File: src/rtl/ras_pkg.sv
package ras_pkg;
    typedef enum logic [1:0] {
        RS_IDLE   = 2'd0,
        RS_SHIFT  = 2'd1,
        RS_WRITE  = 2'd2,
        RS_FINISH = 2'd3
    } ras_state_e;
endpackage

File: src/rtl/ras_seq.sv
module ras_seq
    import ras_pkg::*;
#(
    parameter int AW = 4,
    parameter int CW = 4
) (
    input  logic          clk,
    input  logic          rst_n,
    input  logic          start,
    input  logic [CW-1:0] upd_count,
    input  logic [AW-1:0] list_addr,
    output logic [CW-1:0] list_idx,
    output logic          shift_en,
    output logic          sbit,
    output logic          wr_en,
    output logic          idle,
    output logic          busy,
    output logic          done
);
    localparam logic [AW-1:0] LAST_BIT = AW'(AW - 1);

    ras_state_e    state_q, state_d;
    logic [AW-1:0] bcnt_q, bcnt_d;
    logic [CW-1:0] idx_q, idx_d;
    logic [CW-1:0] cnt_q, cnt_d;
    logic [AW-1:0] addr_sh;

    always_comb begin
        state_d = state_q;
        bcnt_d  = bcnt_q;
        idx_d   = idx_q;
        cnt_d   = cnt_q;
        unique case (state_q)
            RS_IDLE: begin
                if (start) begin
                    cnt_d   = upd_count;
                    idx_d   = '0;
                    bcnt_d  = '0;
                    state_d = (upd_count == '0) ? RS_FINISH : RS_SHIFT;
                end
            end
            RS_SHIFT: begin
                if (bcnt_q == LAST_BIT) begin
                    bcnt_d  = '0;
                    state_d = RS_WRITE;
                end else begin
                    bcnt_d = bcnt_q + 1'b1;
                end
            end
            RS_WRITE: begin
                if (idx_q == cnt_q - 1'b1) begin
                    state_d = RS_FINISH;
                end else begin
                    idx_d   = idx_q + 1'b1;
                    state_d = RS_SHIFT;
                end
            end
            RS_FINISH: state_d = RS_IDLE;
            default:   state_d = RS_IDLE;
        endcase
    end

    always_ff @(posedge clk or negedge rst_n) begin
        if (!rst_n) begin
            state_q <= RS_IDLE;
            bcnt_q  <= '0;
            idx_q   <= '0;
            cnt_q   <= '0;
        end else begin
            state_q <= state_d;
            bcnt_q  <= bcnt_d;
            idx_q   <= idx_d;
            cnt_q   <= cnt_d;
        end
    end

    always_comb begin
        addr_sh  = list_addr << bcnt_q;
        list_idx = idx_q;
        sbit     = (state_q == RS_SHIFT) ? addr_sh[AW-1] : 1'b0;
        shift_en = (state_q == RS_SHIFT);
        wr_en    = (state_q == RS_WRITE);
        idle     = (state_q == RS_IDLE);
        busy     = (state_q == RS_SHIFT) || (state_q == RS_WRITE);
        done     = (state_q == RS_FINISH);
    end
endmodule

File: src/rtl/ras_addr_shifter.sv
module ras_addr_shifter #(
    parameter int AW = 4
) (
    input  logic          clk,
    input  logic          rst_n,
    input  logic          shift_en,
    input  logic          sbit,
    output logic [AW-1:0] addr
);
    generate
        if (AW == 1) begin : g_one
            always_ff @(posedge clk or negedge rst_n) begin
                if (!rst_n)        addr <= '0;
                else if (shift_en) addr <= sbit;
            end
        end else begin : g_wide
            always_ff @(posedge clk or negedge rst_n) begin
                if (!rst_n)        addr <= '0;
                else if (shift_en) addr <= {addr[AW-2:0], sbit};
            end
        end
    endgenerate
endmodule

File: src/rtl/ras_cell_array.sv
module ras_cell_array #(
    parameter int NCELLS = 12,
    parameter int AW     = 4
) (
    input  logic              clk,
    input  logic              rst_n,
    input  logic [AW-1:0]     addr,
    input  logic              wr_en,
    input  logic              wr_val,
    input  logic              cap_go,
    input  logic [NCELLS-1:0] cap_data,
    output logic [NCELLS-1:0] cells
);
    generate
        for (genvar i = 0; i < NCELLS; i++) begin : g_cell
            logic hit;
            assign hit = wr_en && (addr == AW'(i));
            always_ff @(posedge clk or negedge rst_n) begin
                if (!rst_n)      cells[i] <= 1'b0;
                else if (cap_go) cells[i] <= cap_data[i];
                else if (hit)    cells[i] <= wr_val;
            end
        end
    endgenerate
endmodule

File: src/rtl/ras_update_ctrl.sv
module ras_update_ctrl #(
    parameter int NCELLS = 12,
    localparam int AW = (NCELLS > 1) ? $clog2(NCELLS) : 1,
    localparam int CW = $clog2(NCELLS + 1)
) (
    input  logic              clk,
    input  logic              rst_n,
    input  logic              start,
    input  logic [CW-1:0]     upd_count,
    output logic [CW-1:0]     list_idx,
    input  logic [AW-1:0]     list_addr,
    input  logic              list_val,
    input  logic              cap_en,
    input  logic [NCELLS-1:0] cap_data,
    output logic [NCELLS-1:0] cells,
    output logic              addr_sbit,
    output logic              busy,
    output logic              done
);
    logic          shift_en;
    logic          wr_en;
    logic          idle;
    logic [AW-1:0] cell_addr;

    ras_seq #(.AW(AW), .CW(CW)) u_seq (
        .clk(clk), .rst_n(rst_n), .start(start), .upd_count(upd_count),
        .list_addr(list_addr), .list_idx(list_idx), .shift_en(shift_en),
        .sbit(addr_sbit), .wr_en(wr_en), .idle(idle), .busy(busy), .done(done)
    );

    ras_addr_shifter #(.AW(AW)) u_shift (
        .clk(clk), .rst_n(rst_n), .shift_en(shift_en), .sbit(addr_sbit),
        .addr(cell_addr)
    );

    ras_cell_array #(.NCELLS(NCELLS), .AW(AW)) u_array (
        .clk(clk), .rst_n(rst_n), .addr(cell_addr), .wr_en(wr_en),
        .wr_val(list_val), .cap_go(cap_en && idle), .cap_data(cap_data),
        .cells(cells)
    );
endmodule

File: config.mk
export PLATFORM = sky130hd
export DESIGN_NAME = ras_update_ctrl
export DESIGN_NICKNAME = d
export VERILOG_FILES = /design/src/rtl/ras_pkg.sv /design/src/rtl/ras_seq.sv /design/src/rtl/ras_addr_shifter.sv /design/src/rtl/ras_cell_array.sv /design/src/rtl/ras_update_ctrl.sv
export SDC_FILE = /design/constraint.sdc
export NUM_CORES = 1
export LEC_CHECK = 0
export ABC_AREA = 1
export BUFFER_PORTS_ARGS = -buffer_cell sky130_fd_sc_hd__buf_2
export CORE_ASPECT_RATIO = 0.6
export CORE_MARGIN = 10
export CORE_UTILIZATION = 49
export CTS_BUF_LIST = sky130_fd_sc_hd__clkbuf_16
export DETAILED_ROUTE_END_ITERATION = 12
export PLACE_DENSITY_LB_ADDON = 0.08
export SYNTH_ARGS = -nofsm -noshare
export SYNTH_HDL_FRONTEND = slang
export SYNTH_SLANG_ARGS = --single-unit
File: constraint.sdc
create_clock -name clk -period 1.6 [get_ports clk]
set_clock_uncertainty 0.1 [all_clocks]
set_input_delay 0.16 -clock clk [delete_from_list [all_inputs] [get_ports clk]]
set_output_delay 0.16 -clock clk [all_outputs]
set_load 0.01 [all_outputs]
==> flow_summary_export.csv <==
group,metric,value,unit
cells_and_area,multiInputGateArea,984.7,um^2
logic_synthesis,synth_cell_types,25,
logic_synthesis,synth_top_family_by_area,"simple AND/OR/NAND/NOR gates",
cts,cts_tree,"done",
global_routing,grt_pass1_wl,7859,um
logic_synthesis,ys_ff_latch,30,
sta,rsz0062_at_grt,"yes",
logic_synthesis,yosysWarnings,0,
drt,wl_per_cell,13.88,um
floorplanning,io_pins,44,
critical_path,cp.arrival,1340,ps
cts,cts_made_buffers,5,
global_routing,grt_max_degree,31,
cells_and_area,fin_nets,325,
logic_synthesis,synth-simple-area-share,31.75,%
cts,clock_latency,270,ps
drt,drt_iter0_drc,134,
logic_synthesis,avgSynthCellArea,7.593,um^2
drt,viasPerCell,4.997,
sta,post-route-period-util,100.0,%
placement,place_area,2074,um^2
drt,routed-via-count,1694,
logic_synthesis,synthMuxAreaShare,0,%
logic_synthesis,synth_area,1769,um^2
sta,whs,10.71,ps
cts,path_clk_slew,50,ps
power,comb_power_share,52.1,%
status,violations,"negative setup slack",
global_routing,grt_pass1_vias,1652,
power,internal_power,0.002652,W
cells_and_area,final_common_cell,"nand2_1",
logic_synthesis,synth-compound-area-share,10.54,%
global_routing,grt_overflow_total,0,
sta,setup_slack,-0.6714,ps
logic_synthesis,syn-num-nets,265,
sta,min_period,1601,ps
cts,htree_levels,2,
floorplanning,fp-row-count,16,
power,clkPwrFrac,18.9,%
cells_and_area,layout_common_cells,"65 x nand2_1, 43 x buf_2, 30 x dfrtp_1, 21 x inv_1, 18 x nor2_1",
sta,drv_slew,0,
drt,drc,0,
placement,globalplace.congestion,0.8164,
logic_synthesis,synth_cells,233,
sta,fmax,624.7,MHz
power,p_leak,1.189,nW
placement,hpwlAfterDp,3445,um
cells_and_area,regArea,750.7,um^2
floorplanning,die_y,66.55,um
cells_and_area,nFillCells,280,
logic_synthesis,synth-seq-area-share,42.43,%
global_routing,grt_util_all_layers,14.53,%
power,power_density,1964,nW/um^2
sta,hold_violations,0,
flow_run,maxCapViolations,0,
drt,wirelength,4707,um
sta,setup_viol_count_final,1,
cells_and_area,drive_gt1_share,34.01,%
floorplanning,core-area,3363,um^2
floorplanning,die_area,6493,um^2
critical_path,cp-end-kind,"output pin",
power,p_sw_share,42.97,%
power,p_seq_share,29.0,%
cells_and_area,diodes,0,
min_path,holdCritPathClass,"input port to flop",
sta,slew_headroom,54.91,%
sta,tightest_slew,676.4,ps
critical_path,critPathMaxFanout,3,
cts,cts_buffer_depth,2,
power,finalPower,0.004651,W
power,p_switching,0.001998,W
logic_synthesis,synth_xor_area_share,2.475,%
critical_path,setup.worst_path.class,"flop to output pin",
placement,io_buffers,43,
floorplanning,initial_utilization,52.60,%
logic_synthesis,synthAdderAreaFrac,4.950,%
cts,root_buffer,"clkbuf_16",
cells_and_area,stdcell_area,2369,um^2
global_routing,antenna_found_initial,0,
floorplanning,dieWidth,97.58,um
cells_and_area,area_growth,33.88,%
drt,firstDrtPassIters,4,
status,status,"complete, but fails checks",
drt,ant_nets,0,
power,peakVddDrop,1165,uV
critical_path,crit_path_start_kind,"flop",
sta,fin_tns_setup,-0.6714,ps
critical_path,worstPathRequired,1340,ps
cts,cts.sinks,30,
## worst max-delay path, cell delays in order (launching register included)
cell,delay (ps)
dfrtp_1,390
inv_2,100
ha_4,140
inv_2,40
nor3_2,100
nand2_1,80
nor2_1,80
buf_2,140
## metrics by stage
stage,utilization (%),setup WS [ps],cells
detailed placement,61.68,-21.90,325
global route,70.42,-84.37,339
floorplan,-,99.07,233
finish,70.42,-0.6714,339
global placement,61.68,-5.855,325
CTS,67.34,8.403,337
## final timing paths
path	startpoint	to	slack [ps]	cells after the start
max in group asynchronous	rst_n	u_seq.bcnt_q[1]	600	2
min in group asynchronous	rst_n	u_seq.cnt_q[0]	360	2
hold reg to reg	u_seq.cnt_q[1]	u_seq.cnt_q[1]	410	2
setup reg to reg	u_seq.state_q[0]	u_seq.state_q[0]	70	8
setup / recovery	u_seq.state_q[1]	addr_sbit	-0.7	7
hold / removal	cap_data[0]	u_array.cells[0]	10	3
## synthesized netlist by cell type
cell      number  area (um^2)
a211oi_1       1        7.510
a21oi_1        4        20.02
and3_1         1        6.260
buf_2          3        15.01
buf_6          1        11.26
dfrtp_1       30        750.7
ha_1           7        87.58
inv_1         25        93.84
inv_2          5        18.77
nand2_1       72        270.3
nand2_2        5        31.28
nand2_4        1        11.26
nand3_1       14        70.07
nand3_4        1        17.52
nand4_1        6        37.54
nor2_1        21        78.83
nor2_2         2        12.51
nor2_4         1        11.26
nor3_1         3        15.01
o211ai_1      10        75.07
o21ai_0       12        60.06
o22ai_1        1        6.260
o311ai_1       2        17.52
xnor2_1        2        17.52
xor2_1         3        26.28
## kinds of logic after synthesis
logic type,count (synthesis)
AND/OR/NAND/NOR,127
buffers and inverters,34
AO/OA/AOI/OAI,30
flip-flops,30
adder cells (fa/ha/maj),7
XOR/XNOR,5
## state kept, by name, indices dropped and copies added (netlist names)
name	flops
u_seq.bcnt_q	4
u_array.cells	12
u_seq.state_q	2
u_seq.cnt_q	4
u_seq.list_idx	4
u_shift.addr	4
## routing by layer
metal,vias up,wire [um],track usage (%)
met3,6,416,6.694
met4,0,38,4.693
met1,755,2566,20.53
li1,875,-,-
met5,-,0,0
met2,58,1685,18.56
## timing repair
action,in CTS,in global routing
buffers inserted,3,2
gates resized for setup,6,24
endpoints found under the hold margin,30,0
hold buffers,1,0
gates cloned,0,0
pin swaps,1,6
setup endpoints to repair,11,18
## power groups by stage
stage	registers (W)	logic (W)	clock network, W
after detailed placement	0.00134	0.00204	0
after global routing	0.00140	0.00275	0.000932
after floorplan	0.00139	0.00133	0
after global placement	0.00134	0.00203	0
final	0.00135	0.00242	0.000877
after CTS	0.00133	0.00215	0.000881
## final cells by class
class                           instances  share of cell area [%]
Inverter                               30                   4.754
Clock inverter                          3                  0.5283
Clock buffer                            5                   5.283
Sequential cell                        30                   31.70
Timing Repair Buffer                   57                   13.79
Multi-Input combinational cell        169                   41.57
Tap cell                               45                   2.377
Note: power is estimated with default switching activity, not from simulation.
